==> src/rtl/coherent_byte_timer.sv <==
module coherent_byte_timer #(
  parameter int          BYTE_W     = 8,
  parameter logic [15:0] TEST_PRESET = 16'hFFF8
) (
  input  logic              clk,
  input  logic              rst_n,
  input  logic              tick_en,
  input  logic              stop,
  input  logic              test_mode,
  input  logic              sel_hi,
  input  logic              rd,
  input  logic              wr,
  input  logic [BYTE_W-1:0] wdata,
  output logic [BYTE_W-1:0] rdata,
  output logic [2*BYTE_W-1:0] count
);
  localparam int CW = 2 * BYTE_W;

  logic [BYTE_W-1:0] lo_hold;
  logic              hold_vld;
  logic              hi_read;
  logic              do_clear;
  logic              do_preset;

  assign hi_read   = rd && sel_hi;
  assign do_clear  = stop || (wr && !test_mode);
  assign do_preset = wr && test_mode && sel_hi;

  always_ff @(posedge clk or negedge rst_n) begin
    if (!rst_n) begin
      count    <= '0;
      lo_hold  <= '0;
      hold_vld <= 1'b0;
    end else begin
      hold_vld <= hi_read;
      if (hi_read) lo_hold <= count[BYTE_W-1:0];
      if (do_clear)       count <= '0;
      else if (do_preset) count <= TEST_PRESET[CW-1:0];
      else if (tick_en)   count <= count + 1'b1;
    end
  end

  assign rdata = !rd      ? '0 :
                 sel_hi   ? count[CW-1:BYTE_W] :
                 hold_vld ? lo_hold : count[BYTE_W-1:0];

  logic unused_wdata;
  assign unused_wdata = ^wdata;

  p_advance_r2: assert property (@(posedge clk) disable iff (!rst_n)
    (tick_en && !stop && !wr) |=> count == $past(count) + 1'b1);

  p_hold_r3: assert property (@(posedge clk) disable iff (!rst_n)
    (!tick_en && !stop && !wr) |=> $stable(count));

  p_clear_r4: assert property (@(posedge clk) disable iff (!rst_n)
    (wr && !test_mode) |=> count == '0);

  p_preset_r5: assert property (@(posedge clk) disable iff (!rst_n)
    (wr && test_mode && sel_hi && !stop) |=> count == TEST_PRESET[CW-1:0]);

  p_stop_r7: assert property (@(posedge clk) disable iff (!rst_n)
    stop |=> count == '0);

  p_coherent_r9: assert property (@(posedge clk) disable iff (!rst_n)
    (rd && sel_hi) ##1 (rd && !sel_hi) |-> rdata == $past(count[BYTE_W-1:0]));

  p_idle_bus_r11: assert property (@(posedge clk) disable iff (!rst_n)
    !rd |-> rdata == '0);
endmodule

==> config.mk <==
export PLATFORM = sky130hd
export DESIGN_NAME = coherent_byte_timer
export DESIGN_NICKNAME = d
export VERILOG_FILES = /design/src/rtl/coherent_byte_timer.sv
export SDC_FILE = /design/constraint.sdc
export NUM_CORES = 1
export LEC_CHECK = 0
export BUFFER_PORTS_ARGS = -buffer_cell sky130_fd_sc_hd__clkbuf_2
export CAP_MARGIN = 20
export CORE_MARGIN = 4
export CORE_UTILIZATION = 47
export DETAILED_ROUTE_END_ITERATION = 6
export PLACE_DENSITY = 0.81
export SETUP_SLACK_MARGIN = 0.3
export SYNTH_ARGS = -nofsm -noshare
export SYNTH_HDL_FRONTEND = slang
export SYNTH_SLANG_ARGS = --single-unit
export TNS_END_PERCENT = 100
==> constraint.sdc <==
create_clock -name clk -period 1.4 [get_ports clk]
set_input_delay 0.07 -clock clk [delete_from_list [all_inputs] [get_ports clk]]
set_output_delay 0.07 -clock clk [all_outputs]
set_load 0.01 [all_outputs]
== After elaboration in Yosys (flattened, before gate mapping) ==
Cells that the tools add are included.

* Bits in registers: 25
* Latch bits: 0
* Memory bits (writable): 0
* Bits in read-only memories: 0
* Bits of input ports: 16
* Output and inout bits: 24
* Memories kept: 0

* Add/sub/neg operators: 1
* Multiply operators: 0
* Div/mod/pow operators: 0
* Magnitude comparators: 0
* Equal/unequal tests: 0
* Shift-type cells: 0
* Multiplexer cells: 6
* Bitwise operators: 0
* Reductions and logical operators: 7

{| class="wikitable"
|+ Operators with widths
! operator !! number
|-
| $mux W16 || 3
|-
| $mux W8 || 3
|-
| $add A16 B1 Y16 const B || 1
|-
| $logic_and A1 B1 Y1 || 4
|-
| $reduce_bool A3 Y1 || 1
|-
| $logic_not A1 Y1 || 1
|-
| $logic_or A1 B1 Y1 || 1
|}

== Logic depth before layout (Yosys ltp) ==
* Depth in word-level cells: 4
* Depth in mapped cells: 6

== Least setup slack after synthesis ==
No wires, ideal clock.

* Path type: register -> register
* Start point: reg count[0]
* End point: reg count[14]
* Setup time: 0.138 ns
* Arrival: 1.279 ns
* Required time: 1.262 ns
* Setup slack: -0.017 ns
* Cell stages (with the launch flop): 6
* Period minus slack after synthesis: 1.417 ns
* Path through: dfrtp_1 > ha_1 > nand2_1 > nor2_2 > a211oi_1 > nor4_2

* Cells in the longest elaborated chain, start to end: 4

{| class="wikitable"
|+ Ends and longest elaborated chain
! element !! RTL line !! RTL
|-
| from (decl) || 15 || <nowiki>output logic [2*BYTE_W-1:0] count</nowiki>
|-
| from (signal assigned) || 38 || <nowiki>else if (do_preset) count <= TEST_PRESET[CW-1:0];</nowiki>
|-
| from (signal assigned) || 39 || <nowiki>else if (tick_en) count <= count + 1'b1;</nowiki>
|-
| $add A16 B1 Y16 || 39 ||
|-
| $mux W16 || 39 ||
|-
| $mux W16 || 38 ||
|-
| $mux W16 || 37 || <nowiki>if (do_clear) count <= '0;</nowiki>
|}

Every way passes these cells. The select of a mux whose other input is x is not followed.
A chain may end at the register's enable or synchronous reset.

== Worst setup path after layout ==
* Start point: reg hold_vld
* End point: out rdata[4]

* Cells in the longest elaborated chain, start to end: 3

{| class="wikitable"
|+ Ends and longest elaborated chain
! element !! RTL line !! RTL
|-
| from (decl) || 20 || <nowiki>logic hold_vld;</nowiki>
|-
| from (signal assigned) || 35 || <nowiki>hold_vld <= hi_read;</nowiki>
|-
| $mux W8 || 45 || <nowiki>hold_vld ? lo_hold : count[BYTE_W-1:0];</nowiki>
|-
| $mux W8 || 44 || <nowiki>sel_hi ? count[CW-1:BYTE_W] :</nowiki>
|-
| $mux W8 || 43 || <nowiki>assign rdata = !rd ? '0 :</nowiki>
|-
| to (decl) || 14 || <nowiki>output logic [BYTE_W-1:0] rdata,</nowiki>
|}

Every way passes these cells.

==> key figures <==
Detailed routing
  • Post-route antenna net violation count: 0
  • WL per Instance: 19.55 um
  • DRC errors left: 0
  • Vias after detailed routing: 1,612
  • DR iter-0 viols: 153
  • WL final: 5357 um
  • Vias/cell: 5.883
  • Pre-antenna DRT Iters: 4

Status
  • Failing checks: negative setup slack
  • Status: complete, but fails checks

Yosys
  • Distinct cells, synth: 42
  • Mapped Nets: 177
  • Syn Area/Cell: 9.775 um2
  • Seq/Total Area, Yosys: 40.00%
  • Gate Count Post-Synth: 160
  • FF+latch count, synth: 25
  • Post-synth design cell area: 0.001564 mm2
  • Yosys warns: 0

STA
  • Worst clock skew: 0.006200 ns
  • Slew HR: 57.74%
  • Least-Margin Pin Slew: 0.6339 ns
  • Setup slack after layout: -0.1435 ns
  • Final setup violation count: 15
  • Max-slew violations: 0
  • Minimum clock period: 1.543 ns
  • RSZ-0062 raised after global routing: true
  • Post-route setup TNS: -1.053 ns
  • F_max: 0.6479 GHz
  • Hold violation count in the final report: 0
  • Final Cycle Share: 110.2%

Power
  • Comb power frac: 25.5%
  • Power per cell area: 613.8 mW/mm2
  • Psw: 484.4 uW
  • Sw frac: 31.01%
  • Clock power share: 23.2%
  • Cell Int Power: 1.078 mW
  • Leak: 1.157 nW
  • Flop pwr share: 51.3%
  • Peak supply drop: 0.5438 mV

Setup path
  • CP startpoint kind: flop
  • Crit Path Max Fanout: 8
  • Critical Path AT: 1.47 ns
  • Required time of the critical path: 1.33 ns
  • Crit path capture type: primary output
  • Kind of critical path: flop to primary output

Clock tree
  • Max clock buf depth: 2
  • CTS sink cnt: 25
  • CTS tree: built
  • CTS Root Cell: clkbuf_4
  • Clock Pin Slew Worst Setup and Hold Paths: 0.16 ns
  • TritonCTS Buffers: 3
  • Htree depth: 1
  • Clk Latency, worst-skew pair: 0.33 ns

Place
  • Post-detailed-placement cell area: 0.001911 mm2
  • Buffers on Ports: 31
  • Post-Place Setup Slack: 0.01195 ns
  • GPL Wtd Cong: 0.8641
  • Post-DP HPWL: 2970 um

Flow run
  • Number of max-cap violations: 0

Finish
  • Area growth syn-to-layout: 62.72%
  • Final Core Density: 81.36%
  • Finished layout cell area: 0.002545 mm2
  • Number of fill cells in the layout: 158
  • Nets: 248
  • Antenna diode count: 0
  • Share of cells above drive strength 1: 61.30%

Die
  • Die H: 65.69 um
  • CORE AREA: 0.003128 mm2
  • FP Rows: 20
  • IO Count: 40
  • Die W: 65.69 um
  • Starting Density: 50.00%
  • Die area: 0.004315 mm2

Global route
  • Antenna violations before repair: 0
  • Grt ovf: 0
  • Largest net degree at the start of global routing: 26
  • Total GRT Usage: 23.62%
  • Vias in the first global route: 1,548
  • First-pass GRT wire length: 7700 um

Worst hold path
  • Hold WC Path Type: input pin to flop
## final cells by class
class,count,area [um2],area share (%)
inverters,6,22.52,0.8850
well taps,44,55.05,2.163
flip-flops and latches,25,639.4,25.12
multi-input cells,119,1107,43.51
repair buffers,76,689.4,27.09
clock buffers,3,22.52,0.8850
clock inverters,1,8.758,0.3441
## repair_timing
action                     in CTS  in global routing
buffers inserted               17                 10
pin swaps                      32                 18
hold endpoints to repair       25                  0
hold buffers                    1                  0
setup endpoints to repair      30                 36
gates resized for setup        40                 59
## cells in the final DEF, fill, tap and decap left out, drive strengths merged, types with 7 or more instances in the layout
cell type / instances
mux2i: 9
a21oi: 13
mux2: 8
o21ai: 9
nand2: 13
nor3: 7
buf: 57
nor2: 8
inv: 7
dfrtp: 25
and2: 11
clkbuf: 21
## registers in the layout, indices dropped and copies added (netlist names)
| name | flops |
|---|---|
| count | 16 |
| hold_vld | 1 |
| lo_hold | 8 |
## layer usage
layer | routed length, um | vias up | global-route usage (%)
li1 | - | 717 | -
met1 | 2307 | 806 | 30.31
met2 | 2557 | 75 | 39.55
met3 | 353 | 14 | 3.761
met4 | 139 | 0 | 9.326
met5 | 0 | - | 0
## kinds of logic after synthesis
kind of cell,Yosys count,synth area share (%)
and+or+nand+nor,55,22.32
buffers and inverters,16,5.040
DFF,25,40.00
muxes,17,11.52
adders and majority gates,1,0.7999
AOI/OAI and AO/OA,39,16.40
xor gates and xnor gates,7,3.920
## critical path, stage by stage, from the launching register on
cell and delay [ns]:
dfrtp_1 0.43, buf_12 0.15, mux2i_1 0.11, o21ai_0 0.17, and2_1 0.15, clkbuf_2 0.13
## power groups by stage
stage / clock, mW / sequential [mW] / combinational, mW
6_report: 0.362 / 0.801 / 0.399
5_1_grt: 0.391 / 0.805 / 0.427
4_1_cts: 0.360 / 0.795 / 0.318
3_5_place_dp: 0 / 0.811 / 0.264
3_3_place_gp: 0 / 0.807 / 0.254
2_1_floorplan: 0 / 0.817 / 0.141
## cell usage after synthesis (all sizes together)
cell type	n	area share (%)
a211oi	2	1.3
mux2i	9	5.8
o21a	2	0.96
a41oi	1	0.56
o21ai	9	2.9
a31o	2	1.1
nand2b	1	0.40
dfrtp	25	40
nand2	13	3.1
buf	9	3.4
ha	1	0.80
and4	2	1.1
xor2	3	1.7
nor4	3	3.0
nor2	8	2.1
nand4	4	3.0
and2	11	4.5
nor3	7	3.2
and3	1	0.40
a211o	1	0.64
mux2	8	5.8
a41o	2	1.3
a21oi	13	4.2
a21o	3	1.5
nand3	5	1.6
xnor2	4	2.2
a311oi	1	0.56
o31ai	3	1.4
inv	6	1.4
clkbuf	1	0.24
## metrics by stage
| step | power (mW) | instances | hold slack (ns) |
|---|---|---|---|
| floorplan | 0.9584 | 160 | -0.2256 |
| global placement | 1.061 | 242 | 0.1089 |
| detailed placement | 1.075 | 242 | 0.1068 |
| CTS | 1.473 | 264 | 0.1269 |
| global route | 1.623 | 274 | 0.1522 |
| finish | 1.562 | 274 | 0.1518 |
## path summary, 6_finish.rpt
kind / cells after the start / slack [ns] / to / start
max: 5 / -0.14 / rdata[4] / hold_vld
max reg2reg: 5 / -0.08 / count[12] / count[0]
min: 3 / 0.15 / count[3] / stop
min reg2reg: 1 / 0.54 / lo_hold[5] / lo_hold[5]
max in group asynchronous: 2 / 0.67 / count[8] / rst_n
min in group asynchronous: 2 / 0.28 / hold_vld / rst_n
(Power assumes the default switching activity.)
